### src/rtl/pdd_pkg.sv
package pdd_pkg;
   localparam int SEG_W     = 7;
   localparam int DIGIT_W   = 4;
   typedef logic [SEG_W-1:0]   seg_t;
   typedef logic [DIGIT_W-1:0] digit_t;
   localparam digit_t DIGIT_TOP = digit_t'(9);

   // bit 6 = segment a ... bit 0 = segment g, active high
   function automatic seg_t digit_to_seg(input digit_t d);
      seg_t s;
      case (d)
         4'd1:    s = 7'b0110000;
         4'd2:    s = 7'b1101101;
         4'd3:    s = 7'b1111001;
         4'd4:    s = 7'b0110011;
         4'd5:    s = 7'b1011011;
         4'd6:    s = 7'b1011111;
         4'd7:    s = 7'b1110000;
         4'd8:    s = 7'b1111111;
         4'd9:    s = 7'b1111011;
         default: s = 7'b1111110;
      endcase
      return s;
   endfunction
endpackage

### src/rtl/pdd_sync.sv
module pdd_sync #(
   parameter int STAGES = 2
) (
   input  logic clk,
   input  logic rst_n,
   input  logic din,
   output logic dout
);
   if (STAGES < 2) begin : g_bad_stages
      $error("pdd_sync: STAGES must be at least 2");
   end

   logic [STAGES-1:0] chain;

   for (genvar i = 0; i < STAGES; i++) begin : g_stage
      if (i == 0) begin : g_first
         always_ff @(posedge clk or negedge rst_n) begin
            if (!rst_n) chain[i] <= 1'b0;
            else        chain[i] <= din;
         end
      end else begin : g_next
         always_ff @(posedge clk or negedge rst_n) begin
            if (!rst_n) chain[i] <= 1'b0;
            else        chain[i] <= chain[i-1];
         end
      end
   end

   assign dout = chain[STAGES-1];
endmodule

### src/rtl/pdd_qualify.sv
module pdd_qualify #(
   parameter int HOLD_CYCLES = 100,
   localparam int CW = $clog2(HOLD_CYCLES + 1)
) (
   input  logic          clk,
   input  logic          rst_n,
   input  logic          level,
   output logic [CW-1:0] stab_cnt,
   output logic          press
);
   if (HOLD_CYCLES < 2) begin : g_bad_hold
      $error("pdd_qualify: HOLD_CYCLES must be at least 2");
   end

   localparam logic [CW-1:0] LIMIT   = CW'(HOLD_CYCLES);
   localparam logic [CW-1:0] PRE_LIM = CW'(HOLD_CYCLES - 1);

   always_ff @(posedge clk or negedge rst_n) begin
      if (!rst_n) begin
         stab_cnt <= '0;
         press    <= 1'b0;
      end else begin
         press <= level && (stab_cnt == PRE_LIM);
         if (!level)                stab_cnt <= '0;
         else if (stab_cnt != LIMIT) stab_cnt <= stab_cnt + 1'b1;
      end
   end
endmodule

### src/rtl/pdd_decade.sv
module pdd_decade
   import pdd_pkg::*;
(
   input  logic   clk,
   input  logic   rst_n,
   input  logic   step,
   output digit_t digit,
   output seg_t   seg
);
   always_ff @(posedge clk or negedge rst_n) begin
      if (!rst_n)                   digit <= '0;
      else if (step) begin
         if (digit >= DIGIT_TOP)    digit <= '0;
         else                       digit <= digit + 1'b1;
      end
   end

   always_comb seg = digit_to_seg(digit);
endmodule

### src/rtl/press_decade_display.sv
module press_decade_display
   import pdd_pkg::*;
#(
   parameter int SYNC_STAGES = 2,
   parameter int HOLD_CYCLES = 100,
   localparam int CW = $clog2(HOLD_CYCLES + 1)
) (
   input  logic             clk,
   input  logic             rst_n,
   input  logic             btn_raw,
   output logic [SEG_W-1:0] seg_out
);
   logic          btn_sync;
   logic [CW-1:0] stab_cnt;
   logic          press_pulse;
   digit_t        digit;

   pdd_sync #(.STAGES(SYNC_STAGES)) u_sync (
      .clk(clk), .rst_n(rst_n), .din(btn_raw), .dout(btn_sync)
   );

   pdd_qualify #(.HOLD_CYCLES(HOLD_CYCLES)) u_qual (
      .clk(clk), .rst_n(rst_n), .level(btn_sync),
      .stab_cnt(stab_cnt), .press(press_pulse)
   );

   pdd_decade u_dec (
      .clk(clk), .rst_n(rst_n), .step(press_pulse),
      .digit(digit), .seg(seg_out)
   );
endmodule

### config.mk
export PLATFORM = sky130hd
export DESIGN_NAME = press_decade_display
export DESIGN_NICKNAME = d
export VERILOG_FILES = /design/src/rtl/pdd_pkg.sv /design/src/rtl/pdd_sync.sv /design/src/rtl/pdd_qualify.sv /design/src/rtl/pdd_decade.sv /design/src/rtl/press_decade_display.sv
export SDC_FILE = /design/constraint.sdc
export NUM_CORES = 1
export LEC_CHECK = 0
export BUFFER_PORTS_ARGS = -buffer_cell sky130_fd_sc_hd__buf_2
export CAP_MARGIN = 20
export CORE_UTILIZATION = 50
export CTS_BUF_LIST = sky130_fd_sc_hd__clkbuf_8 sky130_fd_sc_hd__clkbuf_16
export DETAILED_ROUTE_END_ITERATION = 7
export MAX_ROUTING_LAYER = met4
export PLACE_DENSITY = 0.7
export SYNTH_ARGS = -nofsm -noshare
export SYNTH_HDL_FRONTEND = slang
export SYNTH_SLANG_ARGS = --single-unit
### constraint.sdc
create_clock -name clk -period 1.6 [get_ports clk]
set_clock_uncertainty 0.1 [all_clocks]
set_input_delay 0.08 -clock clk [delete_from_list [all_inputs] [get_ports clk]]
set_output_delay 0.08 -clock clk [all_outputs]
set_load 0.01 [all_outputs]
==> reports/summary.txt <==
Minimum setup slack after placement: 82.4 ps
Global-route met3 utilization: 8.09%
Sum of routed wire length over all layers: 1810 um
Post-synth ARST share: 100%
Number of library cell types mapped by synthesis: 32
Initial detailed-routing violation count: 17
Max-cap violation count: 0
Worst path setup slack after routing: -57.9 ps
Maximum root-to-sink buffer count: 2
Clock Latency Late Sink: 240 ps
Clock input transition at the sequential cells of the worst setup and hold paths: 50 ps
Final period utilization: 104%
Initial DRT Pass Iterations: 4
Antenna violations before repair: 0
Critical path data arrival time: 1480 ps
Startpoint kind of the worst setup timing path: flip-flop
HPWL reported at the end of detailed placement: 1140 um
Die width: 43.0 um
Detailed-route via count: 726
CP peak stage delay: 380 ps
Count of inserted antenna diode cells: 0
Buffer type at the clock tree root: clkbuf_8
GR peak layer: met2
# rows: 14
Net count after synthesis: 101
Cell type contributing the most total cell area after synthesis: dfrtp_1
RD Place Congestion: 0.867
Minimum clock period: 1660 ps
Series of cell instances along the critical path: inv_2 -> ha_4 -> nor2b_4 -> or3_1 -> buf_2
Height of the die: 43.0 um
Global-route usage over all layers: 21.9%
Worst ir drop on vdd: 0.778 mV
Grt met2 use: 32.1%
Standard cell core area: 0.00154 mm^2
Ys flop type: dfrtp_1
Endpoint kind of the worst setup timing path: output pin
Total of flip-flops plus latches after synthesis: 14
Layout-stage area growth over the synthesis result: 26.9%
PnR Total Power: 672 uW
Failing checks: negative setup slack
Mapped Area: 841 um^2
CTS tree: done
Sequential-to-total area share from yosys stat: 41.7%
I/O pin total: 10
Fraction of final layout cells with drive strength greater than 1: 33.6%
Wire per inst: 14.7 um
Power density over the cells: 629 mW/mm^2
EDFF count, synth: 0
Critical path class: reg -> out
Die outline area: 0.00185 mm^2
Synthesized netlist cell count: 89
Starting utilization of the core area: 54.5%
Setup tns final: -152 ps
Global-route wire length before repair: 2880 um
RSZ-0062 raised after global routing: yes
Tightest slew margin relative to the limit: 73.1%
Total congestion overflow: 0
Slowest cell on crit path: dfrtp_1
Static Leakage: 0.000470 uW
Final Max Slew Viols: 0
Count of input and output buffers: 9
Largest net degree at the start of global routing: 15
Average cell area after synthesis: 9.45 um^2
CTS H-tree lvls: 1
Hold Violations, Final: 0
Highest achievable clock rate: 0.603 GHz
Req. time, crit path: 1420 ps
Final setup vio count: 4
Number of vias per cell: 5.90
Cell types occupying the most area after synthesis: dfrtp_1, ha_1, nand2_1
Transition time at the pin with the least slew margin: 403 ps
Run status: finished, violations left
Sink count of the clock tree: 14
Number of global-route vias before repair: 664
Met1 usage in global routing: 28.9%
Antenna viol nets, final: 0
Worst hold-check path type: in -> async
Yosys warnings: 0
Top cell type's share of synthesized area: 41.7%
Number of nets in the final layout: 121
Top fanout value on the critical path: 4
Number of clock buffers inserted by TritonCTS: 3
Residual DRC: 0
-- kinds of logic after synthesis --
group	synth area share [%]
and+or+nand+nor	22.9
DFF	41.7
AOI/OAI and AO/OA	13.1
muxes	3.72
xor gates and xnor gates	1.04
buffers and inverters	4.17
adders and majority gates	13.4
-- metal layers --
layer  wire (um)  up-vias
li1            -      350
met1         880      356
met2         848       18
met3          60        2
met4          18        0
met5           0        -
-- cell type report --
class	instances	area, um^2
flip-flops and latches	14	352
well taps	16	20.0
clock buffers	3	41.3
multi-input cells	66	510
fillers	130	474
inverters	7	26.3
repair buffers	17	118
-- metrics by stage --
| step | hold WS [ps] | cells | area (um^2) | util, % |
|---|---|---|---|---|
| floorplan | -316 | 89 | 841 | - |
| global placement | -112 | 114 | 912 | 59.2 |
| detailed placement | -117 | 114 | 912 | 59.2 |
| CTS | 167 | 123 | 1030 | 66.9 |
| global route | 191 | 123 | 1070 | 69.2 |
| finish | 164 | 123 | 1070 | 69.2 |
-- critical path: cells and delay by family (launching register included) --
kind	cells	cell delay, ps
AND/OR/NAND/NOR	2	480
buffers and inverters	2	230
adder cells (fa/ha/maj)	1	150
flip-flops	1	380
-- sequential cells by signal (all words and copies together), names as in the netlist --
| register | cells |
|---|---|
| u_qual.stab_cnt | 7 |
| u_qual.press | 1 |
| u_dec.digit | 4 |
| u_sync.dout | 1 |
| u_sync.chain | 1 |
-- synthesized netlist by cell type, types with 2 or more instances --
cell,instances
inv_1,7
o21ai_0,6
a21oi_1,2
nor2_1,5
ha_1,9
mux2i_1,2
nand2_1,9
dfrtp_1,14
nand3_1,5
or3_1,3
nor3_1,4
a31oi_1,2
a211o_1,2
-- placed cells by master, fill, tap and decap left out, types with 4 or more instances in the layout --
cell	instances
o21ai_0	6
dfrtp_1	13
nand2_1	9
buf_4	4
ha_1	4
inv_1	5
buf_2	9
nand3_1	5
-- final timing paths --
check	to	start	slack, ps	cells past startpoint
max	seg_out[1]	u_dec.digit[0]	-60	5
min	u_qual.stab_cnt[5]	rst_n	160	2
max reg2reg	u_dec.digit[2]	u_dec.digit[0]	40	6
min reg2reg	u_sync.dout	u_sync.chain[0]	250	0
max in group asynchronous	u_dec.digit[2]	rst_n	990	2
min in group clk	u_sync.dout	u_sync.chain[0]	250	0
-- timing repair --
| action | 4_1_cts | 5_1_grt |
|---|---|---|
| hold endpoints to repair | 15 | 0 |
| gates resized for setup | 9 | 9 |
| pin swaps | 4 | 1 |
| setup buffers | 4 | 0 |
| hold buffers | 2 | 0 |
| endpoints found under the setup margin | 4 | 6 |
-- power breakdown --
| part | switching (uW) | leakage [uW] | internal, uW | total (uW) |
|---|---|---|---|---|
| Clock | 104 | 0.0000216 | 165 | 269 |
| Sequential | 10.5 | 0.000187 | 363 | 374 |
| Combinational | 16.4 | 0.000262 | 12.6 | 29.0 |
Power figures use the tool's default switching activity.
